===== config.mk =====
export PLATFORM = sky130hd
export DESIGN_NAME = tdm_clk_gen
export DESIGN_NICKNAME = d
export VERILOG_FILES = /design/src/rtl/tdm_clk_pkg.sv /design/src/rtl/tdm_cfg_hold.sv /design/src/rtl/tdm_bit_divider.sv /design/src/rtl/tdm_frame_seq.sv /design/src/rtl/tdm_clk_gen.sv
export SDC_FILE = /design/constraint.sdc
export NUM_CORES = 1
export LEC_CHECK = 0
export ABC_AREA = 1
export ABC_CLOCK_PERIOD_IN_PS = 5260
export BUFFER_PORTS_ARGS = -buffer_cell sky130_fd_sc_hd__buf_2
export CORE_AREA = 4 4 82 84
export DETAILED_ROUTE_END_ITERATION = 7
export DIE_AREA = 0 0 86 88
export HOLD_SLACK_MARGIN = 0.03
export PLACE_DENSITY = 0.76
export SLEW_MARGIN = 20
export SYNTH_ARGS = -nofsm -noshare
export SYNTH_HDL_FRONTEND = slang
export SYNTH_SLANG_ARGS = --single-unit

===== constraint.sdc =====
create_clock -name clk -period 5.26 [get_ports clk]
set_input_delay 0.263 -clock clk [delete_from_list [all_inputs] [get_ports clk]]
set_output_delay 0.263 -clock clk [all_outputs]
set_load 0.01 [all_outputs]

===== src/rtl/tdm_clk_pkg.sv =====
package tdm_clk_pkg;
  localparam int PSC_W  = 8;
  localparam int SLOT_W = 5;
  localparam int WLEN_W = 5;
  localparam int X8_DIV = 8;
  localparam int X8_W   = $clog2(X8_DIV);

  typedef struct packed {
    logic [PSC_W-1:0] psc_m1;
    logic             range_x8;
    logic             half_rate;
  } tdm_div_t;

  typedef struct packed {
    logic [SLOT_W-1:0] slots_m1;
    logic [WLEN_W-1:0] bits_m1;
    logic              fs_word;
    logic              fs_early;
  } tdm_frm_t;

  typedef struct packed {
    tdm_div_t div;
    tdm_frm_t frm;
    logic     fs_inv;
  } tdm_cfg_t;

  typedef struct packed {
    logic [WLEN_W-1:0] bit_i;
    logic [SLOT_W-1:0] slot_i;
  } tdm_pos_t;

  // Advance one bit within the frame; >= keeps a stale count bounded.
  function automatic tdm_pos_t pos_step(tdm_pos_t p, tdm_frm_t c);
    tdm_pos_t r;
    r = p;
    if (p.bit_i >= c.bits_m1) begin
      r.bit_i  = '0;
      r.slot_i = (p.slot_i >= c.slots_m1) ? '0 : p.slot_i + 1'b1;
    end else begin
      r.bit_i = p.bit_i + 1'b1;
    end
    return r;
  endfunction

  // Frame sync window membership (uninverted, non-early view).
  function automatic logic fs_hit(tdm_pos_t p, tdm_frm_t c);
    return (p.slot_i == '0) && (c.fs_word || (p.bit_i == '0));
  endfunction
endpackage


===== src/rtl/tdm_cfg_hold.sv =====
module tdm_cfg_hold
  import tdm_clk_pkg::*;
(
  input  logic     clk,
  input  logic     rst_n,
  input  logic     load,
  input  tdm_cfg_t cfg_in,
  output tdm_cfg_t cfg_act
);
  always_ff @(posedge clk) begin
    if (!rst_n)    cfg_act <= '0;
    else if (load) cfg_act <= cfg_in;
  end
endmodule


===== src/rtl/tdm_bit_divider.sv =====
module tdm_bit_divider
  import tdm_clk_pkg::*;
(
  input  logic     clk,
  input  logic     rst_n,
  input  logic     en,
  input  tdm_div_t div,
  output logic     bit_stb,
  output logic     bclk
);
  logic [PSC_W-1:0] mod_cnt;
  logic [X8_W-1:0]  x8_cnt;
  logic             half_q;
  logic             bclk_q;
  logic             mod_tick;
  logic             x8_last;
  logic             pre_tick;
  logic             half_nxt;

  assign mod_tick = en && (mod_cnt >= div.psc_m1);
  assign x8_last  = (x8_cnt == X8_W'(X8_DIV - 1));
  assign pre_tick = mod_tick && (!div.range_x8 || x8_last);
  assign half_nxt = div.half_rate ? (pre_tick ? ~half_q : half_q) : 1'b0;
  assign bit_stb  = pre_tick && (!div.half_rate || !half_q);
  assign bclk     = bclk_q;

  always_ff @(posedge clk) begin
    if (!rst_n || !en) begin
      mod_cnt <= '0;
      x8_cnt  <= '0;
      half_q  <= 1'b0;
      bclk_q  <= 1'b0;
    end else begin
      mod_cnt <= mod_tick ? '0 : mod_cnt + 1'b1;
      if (mod_tick)
        x8_cnt <= (div.range_x8 && !x8_last) ? x8_cnt + 1'b1 : '0;
      half_q <= half_nxt;
      bclk_q <= div.half_rate ? half_nxt : bit_stb;
    end
  end


  half_sq_chk: assert property (@(posedge clk) disable iff (!rst_n)
    (en && div.half_rate && !pre_tick) |=> $stable(half_q));
endmodule


===== src/rtl/tdm_frame_seq.sv =====
module tdm_frame_seq
  import tdm_clk_pkg::*;
(
  input  logic              clk,
  input  logic              rst_n,
  input  logic              en,
  input  logic              bit_stb,
  input  tdm_frm_t          frm_act,
  input  tdm_frm_t          frm_in,
  output logic              frame_start,
  output logic              fs_lvl,
  output logic              word_start,
  output logic [SLOT_W-1:0] slot_idx
);
  logic     run_q;
  tdm_pos_t pos_q;
  tdm_pos_t pos_new;
  tdm_pos_t lead_pos;
  tdm_frm_t frm_nxt;
  logic     lvl_nxt;

  assign lead_pos.bit_i  = frm_act.bits_m1;
  assign lead_pos.slot_i = frm_act.slots_m1;
  assign pos_new     = run_q ? pos_step(pos_q, frm_act) : lead_pos;
  assign frame_start = bit_stb && run_q &&
                       (pos_new.bit_i == '0) && (pos_new.slot_i == '0);
  assign frm_nxt     = frame_start ? frm_in : frm_act;
  assign lvl_nxt     = frm_nxt.fs_early ? fs_hit(pos_step(pos_new, frm_nxt), frm_nxt)
                                        : fs_hit(pos_new, frm_nxt);
  assign slot_idx    = pos_q.slot_i;

  always_ff @(posedge clk) begin
    if (!rst_n || !en) begin
      run_q      <= 1'b0;
      pos_q      <= '0;
      fs_lvl     <= 1'b0;
      word_start <= 1'b0;
    end else if (bit_stb) begin
      run_q      <= 1'b1;
      pos_q      <= pos_new;
      fs_lvl     <= lvl_nxt;
      word_start <= run_q && (pos_new.bit_i == '0);
    end else begin
      word_start <= 1'b0;
    end
  end


  fs_hold_chk: assert property (@(posedge clk) disable iff (!rst_n)
    (en && !bit_stb) |=> $stable(fs_lvl));

  slot_hold_chk: assert property (@(posedge clk) disable iff (!rst_n)
    (en && !bit_stb) |=> $stable(slot_idx));

  slot_range_chk: assert property (@(posedge clk) disable iff (!rst_n)
    en |-> (pos_q.slot_i <= frm_act.slots_m1));
endmodule


===== src/rtl/tdm_clk_gen.sv =====
module tdm_clk_gen
  import tdm_clk_pkg::*;
(
  input  logic              clk,
  input  logic              rst_n,
  input  logic              en,
  input  logic [PSC_W-1:0]  psc_m1,
  input  logic              range_x8,
  input  logic              half_rate,
  input  logic [SLOT_W-1:0] slots_m1,
  input  logic [WLEN_W-1:0] bits_m1,
  input  logic              fs_inv,
  input  logic              fs_word,
  input  logic              fs_early,
  output logic              bclk,
  output logic              fs,
  output logic              word_start,
  output logic [SLOT_W-1:0] slot_idx
);
  tdm_cfg_t cfg_in;
  tdm_cfg_t cfg_act;
  logic     bit_stb;
  logic     frame_start;
  logic     fs_lvl;

  assign cfg_in.div.psc_m1    = psc_m1;
  assign cfg_in.div.range_x8  = range_x8;
  assign cfg_in.div.half_rate = half_rate;
  assign cfg_in.frm.slots_m1  = slots_m1;
  assign cfg_in.frm.bits_m1   = bits_m1;
  assign cfg_in.frm.fs_word   = fs_word;
  assign cfg_in.frm.fs_early  = fs_early;
  assign cfg_in.fs_inv        = fs_inv;

  tdm_cfg_hold u_hold (
    .clk     (clk),
    .rst_n   (rst_n),
    .load    (!en || frame_start),
    .cfg_in  (cfg_in),
    .cfg_act (cfg_act)
  );

  tdm_bit_divider u_div (
    .clk     (clk),
    .rst_n   (rst_n),
    .en      (en),
    .div     (cfg_act.div),
    .bit_stb (bit_stb),
    .bclk    (bclk)
  );

  tdm_frame_seq u_seq (
    .clk         (clk),
    .rst_n       (rst_n),
    .en          (en),
    .bit_stb     (bit_stb),
    .frm_act     (cfg_act.frm),
    .frm_in      (cfg_in.frm),
    .frame_start (frame_start),
    .fs_lvl      (fs_lvl),
    .word_start  (word_start),
    .slot_idx    (slot_idx)
  );

  assign fs = fs_lvl ^ cfg_act.fs_inv;


  idle_out_chk: assert property (@(posedge clk) disable iff (!rst_n)
    !en |=> (!bclk && !word_start && (slot_idx == '0) && (fs == cfg_act.fs_inv)));

  ws_on_bclk_chk: assert property (@(posedge clk) disable iff (!rst_n)
    word_start |-> bclk);

  cfg_frozen_chk: assert property (@(posedge clk) disable iff (!rst_n)
    (en && !frame_start) |=> $stable(cfg_act));
endmodule


==> flow_summary.html <==
<table>
<tr><th>Metric</th><th>Value</th></tr>
<tr><th colspan="2">Routing</th></tr>
<tr><td>Via density</td><td>5.16</td></tr>
<tr><td>Average wire per cell in the routed design</td><td>12.6 µm</td></tr>
<tr><td>Remaining DRCs</td><td>0</td></tr>
<tr><td>First-pass DRT Iterations</td><td>4</td></tr>
<tr><td>ANT nets after route</td><td>0</td></tr>
<tr><td>Iteration-0 DRC count of the detailed router</td><td>160</td></tr>
<tr><td>DRT Wirelength</td><td>7310 µm</td></tr>
<tr><td>Via count</td><td>2998</td></tr>
<tr><th colspan="2">Clocking</th></tr>
<tr><td>Max H-tree Level</td><td>2</td></tr>
<tr><td>Number of buffers added to fix hold violations after cts</td><td>0</td></tr>
<tr><td>Deepest clock path buffer count</td><td>2</td></tr>
<tr><td>Total CTS buffers</td><td>5</td></tr>
<tr><td>Root Driver</td><td>sky130_fd_sc_hd__clkbuf_8</td></tr>
<tr><td>Resized Gates After CTS</td><td>0</td></tr>
<tr><td>Latest clock arrival within the worst-skew pair</td><td>300 ps</td></tr>
<tr><td>CTS sink count</td><td>49</td></tr>
<tr><td>CTS tree</td><td>built</td></tr>
<tr><td>Reg clk slew, reported paths</td><td>90 ps</td></tr>
<tr><td>Number of buffers inserted to repair setup after CTS</td><td>0</td></tr>
<tr><th colspan="2">Setup path</th></tr>
<tr><td>Endpoint of the lowest-slack register-to-register path</td><td>u_seq.fs_lvl$_SDFFE_PP0N_</td></tr>
<tr><td>Number of logic stages on the critical path including buffering</td><td>28</td></tr>
<tr><td>Type of element launching the critical path</td><td>flop</td></tr>
<tr><td>Crit path from</td><td>u_hold.cfg_act[6]$_SDFFE_PN0P_</td></tr>
<tr><td>Number of buffer and inverter stages on the critical path</td><td>4</td></tr>
<tr><td>Stage delay of the slowest cell on the critical path</td><td>410 ps</td></tr>
<tr><td>Cell with the most instances on the worst path</td><td>sky130_fd_sc_hd__nand2_1</td></tr>
<tr><td>Data required time at the worst endpoint</td><td>5490 ps</td></tr>
<tr><td>Endpoint kind of the worst setup timing path</td><td>flop</td></tr>
<tr><td>Arrival time reported for the critical path endpoint</td><td>4280 ps</td></tr>
<tr><td>Dominant delay contributor by cell family on the critical path</td><td>simple AND/OR/NAND/NOR gates</td></tr>
<tr><td>Last element of the critical path</td><td>u_seq.fs_lvl$_SDFFE_PP0N_</td></tr>
<tr><td>Maximum fanout along the worst path</td><td>21</td></tr>
<tr><td>Register-to-Register Setup Slack</td><td>1210 ps</td></tr>
<tr><td>RR Startpoint</td><td>u_hold.cfg_act[6]$_SDFFE_PN0P_</td></tr>
<tr><td>Setup CP Type</td><td>reg2reg</td></tr>
<tr><td>Worst-path cell with the longest stage delay</td><td>sky130_fd_sc_hd__o21ai_1</td></tr>
<tr><td>Number of cells on the worst reg-to-reg path</td><td>28</td></tr>
<tr><th colspan="2">Global route</th></tr>
<tr><td>Largest net degree at the start of global routing</td><td>41</td></tr>
<tr><td>Overall overflow remaining after global route</td><td>0</td></tr>
<tr><td>Total global-route track usage</td><td>0.208</td></tr>
<tr><td>Initial antenna violation count</td><td>0</td></tr>
<tr><td>Global-route wire length before repair</td><td>12700 µm</td></tr>
<tr><td>Number of global-route vias before repair</td><td>2877</td></tr>
<tr><th colspan="2">Timing</th></tr>
<tr><td>Final setup viols</td><td>0</td></tr>
<tr><td>Sum of negative setup slack</td><td>0 ps</td></tr>
<tr><td>Clock Skew</td><td>7.02 ps</td></tr>
<tr><td>Slew Viols, Final</td><td>0</td></tr>
<tr><td>Setup repair after global routing missed its margin</td><td>no</td></tr>
<tr><td>Final setup margin</td><td>1210 ps</td></tr>
<tr><td>Final Hold Viols</td><td>0</td></tr>
<tr><td>Actual transition at the worst max-transition pin</td><td>646 ps</td></tr>
<tr><td>Relative slew margins</td><td>0.569</td></tr>
<tr><td>Fmax</td><td>0.247 GHz</td></tr>
<tr><td>Final Cycle Share</td><td>0.769</td></tr>
<tr><td>Period minus WS final</td><td>4050 ps</td></tr>
<tr><th colspan="2">Floorplanning</th></tr>
<tr><td>Area inside the core boundary</td><td>5920 µm²</td></tr>
<tr><td>Die outline area</td><td>7570 µm²</td></tr>
<tr><td>Number of I/O pins</td><td>34</td></tr>
<tr><td>Die height</td><td>88 µm</td></tr>
<tr><td>Starting utilization of the core area</td><td>0.563</td></tr>
<tr><td>Width of the die</td><td>86 µm</td></tr>
<tr><td>Core Rows</td><td>28</td></tr>
<tr><th colspan="2">Yosys</th></tr>
<tr><td>Per-instance average area after synthesis</td><td>6.90 µm²</td></tr>
<tr><td>Synthesized area</td><td>3330 µm²</td></tr>
<tr><td>Area leader, netlist</td><td>sky130_fd_sc_hd__dfxtp_1</td></tr>
<tr><td>Commonest cells in the synthesized netlist</td><td>106 x sky130_fd_sc_hd__nand2_1, 71 x sky130_fd_sc_hd__inv_1, 49 x sky130_fd_sc_hd__dfxtp_1, 42 x sky130_fd_sc_hd__a21oi_1</td></tr>
<tr><td>Total of warnings raised by yosys</td><td>0</td></tr>
<tr><td>Fraction of post-synthesis cell area in the top cell type by area</td><td>0.295</td></tr>
<tr><td>Post-Synthesis Cells</td><td>483</td></tr>
<tr><td>Library cell with the highest instance count after synthesis</td><td>sky130_fd_sc_hd__nand2_1</td></tr>
<tr><td>Most instantiated flip-flop cell in the synthesis netlist</td><td>sky130_fd_sc_hd__dfxtp_1</td></tr>
<tr><td>Net count after synthesis</td><td>546</td></tr>
<tr><td>Synthesized flop and latch total</td><td>49</td></tr>
<tr><td>Number of unique standard cell types used by synthesis</td><td>33</td></tr>
<tr><td>Async SR Flop Fraction</td><td>0</td></tr>
<tr><td>Sequential element share of the synthesized area</td><td>0.295</td></tr>
<tr><td>Number of flops mapped to enable cells by yosys</td><td>0</td></tr>
<tr><td>Cell types with the largest area share after synthesis</td><td>sky130_fd_sc_hd__dfxtp_1 29%, sky130_fd_sc_hd__ha_1 14%, sky130_fd_sc_hd__nand2_1 12%</td></tr>
<tr><th colspan="2">Placed design</th></tr>
<tr><td>RD Place Congestion</td><td>0.944</td></tr>
<tr><td>Half-perimeter wire length after placement</td><td>5570 µm</td></tr>
<tr><td>Buffers added on ports</td><td>33</td></tr>
<tr><td>Pre-CTS setup slack</td><td>1270 ps</td></tr>
<tr><th colspan="2">Layout</th></tr>
<tr><td>Number of antenna diodes</td><td>0</td></tr>
<tr><td>Filler cell count in the final layout</td><td>563</td></tr>
<tr><td>Area growth syn-to-layout</td><td>6.99%</td></tr>
<tr><td>Share of final-layout standard cells stronger than drive strength 1</td><td>0.123</td></tr>
<tr><td>Number of nets at the end of the flow</td><td>569</td></tr>
<tr><th colspan="2">Power and ir drop</th></tr>
<tr><td>Clock network power share</td><td>0.278</td></tr>
<tr><td>Comb power frac</td><td>0.241</td></tr>
<tr><td>Static power due to leakage</td><td>1.81 nW</td></tr>
<tr><td>Switching share of power</td><td>0.319</td></tr>
<tr><td>Switching power total</td><td>0.000265 W</td></tr>
<tr><td>Maximum VDD drop</td><td>123 µV</td></tr>
<tr><td>Cell Int Power</td><td>0.000565 W</td></tr>
<tr><td>Part of the power in registers</td><td>0.481</td></tr>
<tr><td>Power density over the cells</td><td>233 nW/µm²</td></tr>
<tr><th colspan="2">Outcome</th></tr>
<tr><td>Run status</td><td>complete, no violations</td></tr>
<tr><th colspan="2">Run</th></tr>
<tr><td>Count of max-cap constraint violations</td><td>0</td></tr>
<tr><th colspan="2">Hold path</th></tr>
<tr><td>Hold Crit Class</td><td>in2reg</td></tr>
<tr><td>Hold path startpoint</td><td>half_rate</td></tr>
</table>
-- layout make-up --
class,count,area [µm²],share of cell area
inverters,73,274,0.0769
multi-input cells,343,1950,0.548
clock inverters,1,7.51,0.00211
clock buffers,6,82.6,0.0232
repair buffers,34,173,0.0485
well taps,75,93.8,0.0263
flip-flops and latches,49,981,0.275
-- worst reg2reg max path: cells and delay by family (launching register included) --
family,cells,cell delay (ps)
AND/OR/NAND/NOR,14,1290
AO/OA/AOI/OAI,7,1230
adder cells (fa/ha/maj),3,830
flip-flops,1,320
buffers and inverters,4,260
-- how the worst min path moves through the flow --
stage	end	slack (ps)	cells after the start
floorplan	u_hold.cfg_act[0]$_SDFFE_PN0P_	400	2
CTS	u_hold.cfg_act[13]$_SDFFE_PN0P_	180	3
global placement	u_hold.cfg_act[14]$_SDFFE_PN0P_	450	2
global route	u_hold.cfg_act[15]$_SDFFE_PN0P_	180	3
detailed placement	u_hold.cfg_act[14]$_SDFFE_PN0P_	450	2
finish	u_hold.cfg_act[13]$_SDFFE_PN0P_	180	3
-- cell usage in the layout (no fill, tap or decap), types with 6 or more instances in the layout --
master | synthesis | routed
sky130_fd_sc_hd__dfxtp_1 | 49 | 49
sky130_fd_sc_hd__nor2_1 | 41 | 41
sky130_fd_sc_hd__o21ai_0 | 41 | 41
sky130_fd_sc_hd__a21oi_1 | 42 | 42
sky130_fd_sc_hd__ha_1 | 37 | 37
sky130_fd_sc_hd__inv_1 | 71 | 71
sky130_fd_sc_hd__nand3_1 | 25 | 25
sky130_fd_sc_hd__nand2_2 | 6 | 6
sky130_fd_sc_hd__buf_2 | 3 | 33
sky130_fd_sc_hd__clkbuf_8 | 0 | 6
sky130_fd_sc_hd__nand4_1 | 8 | 8
sky130_fd_sc_hd__nand2_1 | 106 | 106
-- metrics by stage --
step / total power [W] / hold WS [ps] / area, µm² / instances / util
finish: 0.000829 / 185 / 3560 / 581 / 0.602
global route: 0.000892 / 185 / 3560 / 581 / 0.602
CTS: 0.000836 / 177 / 3560 / 581 / 0.602
detailed placement: 0.000606 / 447 / 3470 / 574 / 0.587
global placement: 0.000601 / 447 / 3470 / 574 / 0.587
floorplan: 0.000562 / 398 / 3330 / 483 / -
-- kinds of logic (layout without fill, tap and decap cells) --
logic type                 count (synthesis)  after routing  share of synthesized area
DFF                                       49             49                      0.295
adders and majority gates                 37             37                      0.139
xor gates and xnor gates                   7              7                     0.0184
and+or+nand+nor                          199            199                      0.261
buffers and inverters                     91            114                      0.119
AOI/OAI and AO/OA                        100            100                      0.167
-- sequential cells by signal (all words and copies together), names as in the netlist --
name / flops
u_seq.slot_idx: 5
u_seq.word_start: 1
u_seq.fs_lvl: 1
u_div.half_q: 1
u_div.mod_cnt: 8
u_seq.run_q: 1
u_div.x8_cnt: 3
u_hold.cfg_act: 23
u_seq.pos_q: 5
u_div.bclk: 1
-- per-layer routing --
layer,vias up,track usage,routed length [µm]
met5,-,0,0
met4,0,0.0647,146
met1,1338,0.271,3380
met2,53,0.354,3480
li1,1596,-,-
met3,11,0.0329,311
-- power groups by stage --
stage	combinational, W	sequential (W)	clock, W
2_1_floorplan	0.000158	0.000404	0
3_5_place_dp	0.000198	0.000408	0
5_1_grt	0.000235	0.000401	0.000255
3_3_place_gp	0.000194	0.000407	0
6_report	0.000200	0.000399	0.000230
4_1_cts	0.000200	0.000399	0.000237
No activity file was read; power rests on OpenSTA's default activity.
